`src/rtl/bpe_pkg.sv`:
```
package bpe_pkg;

  typedef enum logic [1:0] {
    OP_OUTPUT   = 2'b00,
    OP_CAPTURE  = 2'b01,
    OP_HIDDEN   = 2'b10,
    OP_RESERVED = 2'b11
  } opMode_e;

  // strobes from the sequencer to the datapath
  typedef struct packed {
    logic wrDelta;
    logic wrDeriv;
    logic useStored;
  } dpStrobe_t;

endpackage

```
`src/rtl/bpe_deriv_table.sv`:
```
module bpe_deriv_table #(
  parameter int DP_W     = 8,
  parameter int DP_FRAC  = 4,
  parameter int VAL_W    = 8,
  parameter int VAL_FRAC = 6
) (
  input  logic [DP_W-1:0]  dpCode,
  output logic [VAL_W-1:0] derivVal
);
  localparam int DEPTH = 1 << DP_W;
  localparam int LIMIT = 2 << DP_FRAC;               // |x| = 2 in code units
  localparam logic [VAL_W-1:0] QUARTER = VAL_W'(1 << (VAL_FRAC - 2));

  logic [VAL_W-1:0] rom [DEPTH];

  // slope of the saturating activation, computed per entry
  for (genvar i = 0; i < DEPTH; i++) begin : g_rom
    localparam int SIGNEDV = (i < DEPTH / 2) ? i : i - DEPTH;
    assign rom[i] = (SIGNEDV > -LIMIT && SIGNEDV < LIMIT) ? QUARTER : '0;
  end

  assign derivVal = rom[dpCode];
endmodule

```
`src/rtl/bpe_control.sv`:
```
module bpe_control
  import bpe_pkg::*;
#(
  parameter int NUM_NEURONS = 8
) (
  input  logic                   clk,
  input  logic                   rstN,
  input  logic                   start,
  input  logic [1:0]             opMode,
  output logic [NUM_NEURONS-1:0] selQ,
  output logic                   busyQ,
  output logic                   doneQ,
  output dpStrobe_t              strobe
);
  opMode_e modeQ;
  opMode_e modeIn;

  assign modeIn = opMode_e'(opMode);

  always_ff @(posedge clk or negedge rstN) begin
    if (!rstN) begin
      selQ  <= '0;
      busyQ <= 1'b0;
      doneQ <= 1'b0;
      modeQ <= OP_OUTPUT;
    end else begin
      doneQ <= 1'b0;
      if (!busyQ) begin
        if (start && modeIn != OP_RESERVED) begin
          busyQ <= 1'b1;
          selQ  <= NUM_NEURONS'(1);
          modeQ <= modeIn;
        end
      end else if (selQ[NUM_NEURONS-1]) begin
        busyQ <= 1'b0;
        selQ  <= '0;
        doneQ <= 1'b1;
      end else begin
        selQ <= selQ << 1;
      end
    end
  end

  always_comb begin
    strobe.wrDelta   = busyQ && (modeQ == OP_OUTPUT || modeQ == OP_HIDDEN);
    strobe.wrDeriv   = busyQ && (modeQ == OP_CAPTURE);
    strobe.useStored = (modeQ == OP_HIDDEN);
  end
endmodule

```
`src/rtl/bpe_datapath.sv`:
```
module bpe_datapath
  import bpe_pkg::*;
#(
  parameter int NUM_NEURONS = 8,
  parameter int ERR_W       = 8,
  parameter int ERR_FRAC    = 6,
  parameter int DP_W        = 8,
  parameter int DP_FRAC     = 4
) (
  input  logic                         clk,
  input  logic                         rstN,
  input  dpStrobe_t                    strobe,
  input  logic [NUM_NEURONS-1:0]       sel,
  input  logic [ERR_W-1:0]             sampleIn,
  input  logic [DP_W-1:0]              dpIn,
  output logic [NUM_NEURONS*ERR_W-1:0] deltaBus
);
  localparam int PW = 2 * ERR_W + 1;
  localparam logic signed [PW-1:0] ROUND_ADD = PW'(1 << (ERR_FRAC - 1));
  localparam logic signed [PW-1:0] MAX_V = PW'((1 << (ERR_W - 1)) - 1);
  localparam logic signed [PW-1:0] MIN_V = -PW'(1 << (ERR_W - 1));

  logic [ERR_W-1:0] derivBuf [NUM_NEURONS];
  logic [ERR_W-1:0] deltaBuf [NUM_NEURONS];
  logic [ERR_W-1:0] tableVal;
  logic [ERR_W-1:0] storedVal;
  logic [ERR_W-1:0] derivSel;
  logic signed [2*ERR_W-1:0] product;
  logic signed [PW-1:0]      rounded;
  logic signed [PW-1:0]      shifted;
  logic [ERR_W-1:0]          newDelta;

  bpe_deriv_table #(
    .DP_W(DP_W), .DP_FRAC(DP_FRAC), .VAL_W(ERR_W), .VAL_FRAC(ERR_FRAC)
  ) u_table (
    .dpCode(dpIn),
    .derivVal(tableVal)
  );

  // one-hot OR multiplexer over the stored slopes
  always_comb begin
    storedVal = '0;
    for (int k = 0; k < NUM_NEURONS; k++) begin
      if (sel[k]) storedVal = storedVal | derivBuf[k];
    end
  end

  assign derivSel = strobe.useStored ? storedVal : tableVal;

  // shared multiply, round half up, saturate
  always_comb begin
    product = $signed(sampleIn) * $signed(derivSel);
    rounded = PW'(product) + ROUND_ADD;
    shifted = rounded >>> ERR_FRAC;
    if (shifted > MAX_V)      newDelta = MAX_V[ERR_W-1:0];
    else if (shifted < MIN_V) newDelta = MIN_V[ERR_W-1:0];
    else                      newDelta = shifted[ERR_W-1:0];
  end

  for (genvar k = 0; k < NUM_NEURONS; k++) begin : g_slot
    always_ff @(posedge clk or negedge rstN) begin
      if (!rstN) begin
        derivBuf[k] <= '0;
        deltaBuf[k] <= '0;
      end else begin
        if (sel[k] && strobe.wrDeriv) derivBuf[k] <= tableVal;
        if (sel[k] && strobe.wrDelta) deltaBuf[k] <= newDelta;
      end
    end
    assign deltaBus[k*ERR_W +: ERR_W] = deltaBuf[k];
  end
endmodule

```
`src/rtl/bpe_error_gen.sv`:
```
module bpe_error_gen
  import bpe_pkg::*;
#(
  parameter int NUM_NEURONS = 8,
  parameter int ERR_W       = 8,
  parameter int ERR_FRAC    = 6,
  parameter int DP_W        = 8,
  parameter int DP_FRAC     = 4
) (
  input  logic                         clk,
  input  logic                         rstN,
  input  logic                         start,
  input  logic [1:0]                   opMode,
  input  logic [ERR_W-1:0]             sampleIn,
  input  logic [DP_W-1:0]              dpIn,
  output logic [NUM_NEURONS-1:0]       selOneHot,
  output logic                         busy,
  output logic                         done,
  output logic [NUM_NEURONS*ERR_W-1:0] deltaBus
);
  dpStrobe_t strobe;

  bpe_control #(.NUM_NEURONS(NUM_NEURONS)) u_ctrl (
    .clk(clk), .rstN(rstN), .start(start), .opMode(opMode),
    .selQ(selOneHot), .busyQ(busy), .doneQ(done), .strobe(strobe)
  );

  bpe_datapath #(
    .NUM_NEURONS(NUM_NEURONS), .ERR_W(ERR_W), .ERR_FRAC(ERR_FRAC),
    .DP_W(DP_W), .DP_FRAC(DP_FRAC)
  ) u_dp (
    .clk(clk), .rstN(rstN), .strobe(strobe), .sel(selOneHot),
    .sampleIn(sampleIn), .dpIn(dpIn), .deltaBus(deltaBus)
  );
endmodule

```
`config.mk`:
```
export PLATFORM = sky130hd
export DESIGN_NAME = bpe_error_gen
export DESIGN_NICKNAME = d
export VERILOG_FILES = /design/src/rtl/bpe_pkg.sv /design/src/rtl/bpe_deriv_table.sv /design/src/rtl/bpe_control.sv /design/src/rtl/bpe_datapath.sv /design/src/rtl/bpe_error_gen.sv
export SDC_FILE = /design/constraint.sdc
export NUM_CORES = 1
export LEC_CHECK = 0
export ABC_CLOCK_PERIOD_IN_PS = 5650
export BUFFER_PORTS_ARGS = -buffer_cell sky130_fd_sc_hd__buf_2
export CORE_MARGIN = 1
export CORE_UTILIZATION = 30
export DETAILED_ROUTE_END_ITERATION = 16
export SYNTH_ARGS = -nofsm -noshare
export SYNTH_HDL_FRONTEND = slang
export SYNTH_SLANG_ARGS = --single-unit
```
`constraint.sdc`:
```
create_clock -name clk -period 5.65 [get_ports clk]
set_input_delay 1.13 -clock clk [delete_from_list [all_inputs] [get_ports clk]]
set_output_delay 1.13 -clock clk [all_outputs]
set_load 0.02 [all_outputs]
```
==> results.md, run 1 <==
- CP most frequent cell: ha_1
- Crit Path Max Fanout: 10
- Max-cap violations: 0
- Routed len/inst: 15.7 um
- IO Pins: 95
- Final HPWL DP: 6210 um
- Req. time, crit path: 5.91 ns
- Most common cell after layout, fill and taps aside: buf_2
- Hold WC Path Type: flip-flop to flip-flop
- Final Cycle Share: 79.4%
- DR iter-0 viols: 153
- Core area: 11500 sq um
- Final wirelength: 9000 um
- Starting Density: 31.0%
- DRT met1 WL: 3970 um
- Synth-to-layout area growth: 25.7%
- Crit-path slowest cell: nor4b_1
- Status: complete, no violations
- Via count: 2816
- Placed cells: 557
- Final Hold Fails: 0
- WP data arrival: 4.74 ns
- Clock Latency Late Sink: 0.34 ns
- Met2 WL: 4370 um
- Commonest cells after routing, fill and taps aside: buf_2 (92), dfrtp_1 (84), nand2_1 (70)
- Largest net degree at the start of global routing: 85
- Die Width: 111 um
- Slew Viols, Final: 0
- I/O Buffers: 93
- Sequence of cells on the critical path: buf_2 -> nor3_1 -> a21oi_1 -> a211oi_2 -> buf_4 -> nor2_1 -> and2_1 -> ha_1 -> ha_1 -> ha_1 -> ha_1 -> nand3_1 -> ha_1 -> nand4b_1 -> nor4b_1 -> o32ai_4 -> o21ai_1
- Non-filler cells, final: 573
- Peak VDD IR: 0.339 mV
- Highest routed layer: met4
- DIE HEIGHT: 111 um
- Ant diodes: 0
- Post-synth top flop: dfrtp_1
- Vias/cell: 4.91
- Num rows: 39
- Sink Count: 84
- Initial antenna violation count: 0
- Top cells by area, synth: dfrtp_1 (59%), nand2_1 (7.4%), o21ai_1 (6.8%), o32ai_4 (3.1%), a21oi_1 (2.3%)
- Syn nets: 365
- CTS root buf: clkbuf_16
- RSZ-0062 raised after global routing: false
- Ratio of cells with drive above 1 in the final layout: 28.4%
- Mean post-synth cell area: 10.5 sq um
- Clk pwr share: 19.7%
- Post_cts resized: 0
- Power Dens Cells: 701 nW/um^2
- H-tree depth: 3
- First-pass GRT wire length: 14600 um
- TNS Setup: 0 ns
- Crit Path Class: primary input to flip-flop
- Postcts setup bufs: 0
- Synth Instances: 338
- CTS tree: built
- Pint: 1740 uW
- Clk_skew: 0.00668 ns
- Critical path's largest stage delay: 0.52 ns
- Yosys reg bits: 84
- Fill cell count: 1153
- Asr flop ratio synth: 100%
- Die ar.: 12300 sq um
- Leakage: 0.00212 uW
- Combinational power share: 45.4%
- Clk pin slew, worst setup/hold paths: 0.06 ns
- Crit path buffers/inverters: 2
- Gpl congestion: 0.744
- Switching portion of total power: 44.3%
- Tot Pwr: 3130 uW
- Peak Freq: 223 MHz
- Drt first pass iters: 4
- Net Switching: 1390 uW
- Vias in the first global route: 2746
- Yosys warns: 0
- TritonCTS buffer count: 9
- Grt ovf: 0
- Met3 WL: 553 um
- Crit path max-delay family: simple AND/OR/NAND/NOR gates
- Aggregate global-route resource usage: 15.3%
- Hold buffers post-CTS: 0
- Register share of total power: 34.9%
- Final critical-path required period: 4.49 ns
- Syn Std Cell Area: 3550 sq um
- Max_slew headroom: 29.4%
- DRC: 0
- CP startpoint kind: primary input
- Top cell type's share of synthesized area: 59.1%
- # setup viols final: 0
- Final Net Count: 452
- Register area share after synthesis: 59.1%
- Longest Clk Path Bufs: 2
- Tightest Pin Transition: 1.06 ns
- Post-synth top area cell: dfrtp_1
- Cell variety after synth: 36
- EDFF count, synth: 0
- Final ANT Viol Nets: 0
- Setup crit end kind: flip-flop
## state kept, by name (all words and copies together), names as in the netlist
| signal | count |
|---|---|
| u_ctrl.modeQ | 2 |
| u_dp.derivBuf | 8 |
| u_ctrl.busyQ | 1 |
| u_ctrl.doneQ | 1 |
| u_dp.deltaBus | 64 |
| u_ctrl.selQ | 8 |
## cells in the mapped netlist, types with 2 or more instances
library cell and count:
a21oi_1 16, a22o_1 7, a22oi_1 2, a31oi_1 7
a41oi_1 8, and2_1 7, clkbuf_1 19, dfrtp_1 84
ha_1 6, inv_1 3, nand2_1 70, nand3_1 5
nor2_1 15, nor3_1 5, nor4b_1 4, o21ai_0 9
o21ai_1 48, o22ai_2 2, o32ai_4 4
## through the flow
step	hold slack [ns]	util, %	instance area [sq um]	worst slack [ns]
2_1_floorplan	0.449	-	3550	1.09
3_3_place_gp	0.463	36.2	4150	0.881
3_5_place_dp	0.470	36.2	4150	0.781
4_1_cts	0.484	39.0	4470	1.12
5_1_grt	0.504	39.0	4470	0.804
6_report	0.481	39.0	4470	1.16
## worst min-delay path, stage by stage (launching register included)
cell,delay [ns]
dfrtp_1,0.34
nand2_1,0.05
o21ai_0,0.06
## final cells by class
class / instances / area (sq um) / share of cell area [%]
sequential: 84 / 2100 / 47.0
multi-input combinational: 230 / 1360 / 30.4
timing repair buffer: 97 / 498 / 11.1
clock buffer: 12 / 267 / 5.96
tap: 143 / 179 / 4.00
clock inverter: 4 / 55.1 / 1.23
inverter: 3 / 11.3 / 0.252
## worst paths after layout
| path | startpoint | to | slack [ns] | cells after the start |
|---|---|---|---|---|
| worst max-delay path | dpIn[1] | u_dp.deltaBus[58] | 1.16 | 17 |
| worst min-delay path | u_dp.deltaBus[63] | u_dp.deltaBus[63] | 0.48 | 2 |
| worst max register to register | u_ctrl.selQ[4] | u_dp.deltaBus[58] | 1.24 | 16 |
| worst min register to register | u_dp.deltaBus[63] | u_dp.deltaBus[63] | 0.48 | 2 |
| max in group asynchronous | rstN | u_dp.deltaBus[33] | 4.00 | 1 |
| min in group asynchronous | rstN | u_dp.deltaBus[44] | 0.99 | 1 |
## logic make-up after synthesis
kind of cell	synth area share, %
xor+xnor	0.246
fa+ha+maj	2.11
compound gates	21.3
flops	59.1
simple gates	14.5
buf+inv	2.68
## power groups by stage
| stage | Combinational [uW] | Sequential (uW) | Clock, uW |
|---|---|---|---|
| after floorplan | 671 | 1350 | 0 |
| after global placement | 1420 | 1090 | 0 |
| after detailed placement | 1440 | 1100 | 0 |
| after CTS | 1450 | 1100 | 635 |
| after global routing | 1560 | 1130 | 657 |
| final | 1420 | 1090 | 618 |
## per-layer routing
metal	vias up	global-route usage [%]
met3	10	4.48
met1	1346	19.3
met5	-	0
met2	73	25.2
met4	0	4.80
li1	1387	-
(Power assumes the default switching activity.)
==> run 2: changes to the inputs <==
--- a/config.mk
+++ b/config.mk
@@ -5,7 +5,7 @@
 export SDC_FILE = /design/constraint.sdc
 export NUM_CORES = 1
 export LEC_CHECK = 0
-export ABC_CLOCK_PERIOD_IN_PS = 5650
+export ABC_CLOCK_PERIOD_IN_PS = 3730
 export BUFFER_PORTS_ARGS = -buffer_cell sky130_fd_sc_hd__buf_2
 export CORE_MARGIN = 1
 export CORE_UTILIZATION = 30
==> constraint.sdc (replaced) <==
create_clock -name clk -period 3.73 [get_ports clk]
set_input_delay 0.746 -clock clk [delete_from_list [all_inputs] [get_ports clk]]
set_output_delay 0.746 -clock clk [all_outputs]
set_load 0.02 [all_outputs]
==> run 2 against run 1 <==
Worst hold slack worse by 0.0027 ns. Clock skew about the same. Total power up 66%. Critical endpoint is now u_dp.deltaBus[33]. Sequential cell count unchanged. Register-to-register slack worse by 1.2 ns. Critical path depth down 1. Clock power up 67%. Utilization up 3.6 points. Largest cell class unchanged. Cell area up 9.2%.
==> results.md, run 2 (synthesis gave the netlist of run 1 again) <==
- Via count: 2913
- Core area: 11500 sq um
- Final Net Count: 471
- Sink Count: 84
- CTS tree: built
- Clk pin slew, worst setup/hold paths: 0.06 ns
- Synth-to-layout area growth: 37.3%
- Crit Path Max Fanout: 8
- Status: complete, no violations
- H-tree depth: 3
- Final critical-path required period: 3.65 ns
- DRC: 0
- Vias/cell: 4.92
- Slew Viols, Final: 0
- Initial antenna violation count: 0
- IO Pins: 95
- CP startpoint kind: flip-flop
- Max reg flops: 64
- Largest net degree at the start of global routing: 85
- Leakage: 0.00226 uW
- Peak Freq: 274 MHz
- Hold depth: 2
- Max_slew headroom: 29.1%
- Routed len/inst: 16.2 um
- I/O Buffers: 93
- Final Cycle Share: 97.9%
- Final core utilization: 42.6%
- Setup slack, reg-to-reg: 0.08 ns
- # setup viols final: 0
- WP data arrival: 3.90 ns
- Post-layout instance area: 4880 sq um
- Reg2reg path depth: 16
- Dpl cell area: 4420 sq um
- Max-cap violations: 0
- CTS root buf: clkbuf_16
- Die ar.: 12300 sq um
- Drt first pass iters: 4
- Ratio of cells with drive above 1 in the final layout: 36.7%
- Vias in the first global route: 2815
- Most common cell after layout, fill and taps aside: buf_2
- Aggregate global-route resource usage: 16.0%
- Final HPWL DP: 6660 um
- DIE HEIGHT: 111 um
- Grt ovf: 0
- TritonCTS buffer count: 9
- Gpl congestion: 0.740
- Clock Latency Late Sink: 0.33 ns
- Req. time, crit path: 3.98 ns
- Hold_ws: 0.479 ns
- Final Hold Fails: 0
- DR iter-0 viols: 99
- First-pass GRT wire length: 15300 um
- Tightest Pin Transition: 1.06 ns
- Power Dens Cells: 1060 nW/um^2
- Final ANT Viol Nets: 0
- Final wirelength: 9590 um
- RSZ-0062 raised after global routing: true
- Starting Density: 31.0%
- Clk_skew: 0.00632 ns
- Peak VDD IR: 0.411 mV
- Crit Path Class: flip-flop to flip-flop
- Num rows: 39
- Ant diodes: 0
- Hold WC Path Type: flip-flop to flip-flop
- Setup crit end kind: flip-flop
- Longest Clk Path Bufs: 2
- Die Width: 111 um
- Commonest cells after routing, fill and taps aside: buf_2 (92), dfrtp_1 (82), nand2_1 (70)
==> run 2: repair_timing <==
action | in CTS | in global routing
buffers inserted | 0 | 1
hold buffers | 0 | 0
pin swaps | 7 | 26
gates resized for setup | 4 | 14
setup endpoints to repair | 40 | 56
==> run 2: area by class of cell <==
cell class | instances | area (sq um)
Fill cell | 1141 | 6590
Inverter | 3 | 11.3
Sequential cell | 84 | 2100
Timing Repair Buffer | 116 | 657
Tap cell | 143 | 179
Clock buffer | 9 | 225
Clock inverter | 7 | 121
Multi-Input combinational cell | 230 | 1580
==> run 2: path summary, 6_finish.rpt <==
kind,startpoint,endpoint
worst min register to register,u_dp.deltaBus[48],u_dp.deltaBus[48]
worst min-delay path,u_dp.deltaBus[48],u_dp.deltaBus[48]
max in group asynchronous,rstN,u_ctrl.selQ[0]
worst max register to register,u_ctrl.selQ[4],u_dp.deltaBus[33]
min in group asynchronous,rstN,u_dp.deltaBus[44]
worst max-delay path,u_ctrl.selQ[4],u_dp.deltaBus[33]
==> run 2: layer usage <==
layer  global-route usage (%)  share of wire (%)  vias to the layer above
met2                     26.2                 49                       79
li1                         -                  -                     1411
met4                     3.73               0.79                        0
met3                     4.54                6.1                        8
met1                     21.0                 44                     1415
met5                        0                  0                        -
==> run 2: power by group <==
part / internal (uW) / switching, uW / total, uW
Sequential: 1350 / 250 / 1600
Clock: 659 / 374 / 1030
Combinational: 919 / 1640 / 2560
==> run 2: per-stage QoR <==
step | total power, uW | cells | setup TNS (ns) | setup slack (ns)
CTS | 5150 | 591 | -0.0678 | -0.0206
detailed placement | 4080 | 575 | -1.52 | -0.0745
global placement | 4020 | 575 | 0 | 0.00270
global route | 5530 | 592 | -5.16 | -0.157
finish | 5190 | 592 | 0 | 0.0783
floorplan | 3130 | 338 | -1.53 | -0.0940
==> run 2: worst max-delay path, stage by stage, from the launching register on <==
cell and delay [ns]:
dfrtp_2 0.40, a222oi_1 0.37, nand3_1 0.19, nor4bb_4 0.41
nor2_4 0.08, and2_4 0.16, ha_4 0.16, ha_4 0.15
ha_4 0.17, ha_4 0.16, nand3_4 0.06, ha_4 0.21
nand4b_1 0.20, buf_6 0.18, nor4b_4 0.30, o32ai_4 0.20
o21ai_1 0.17
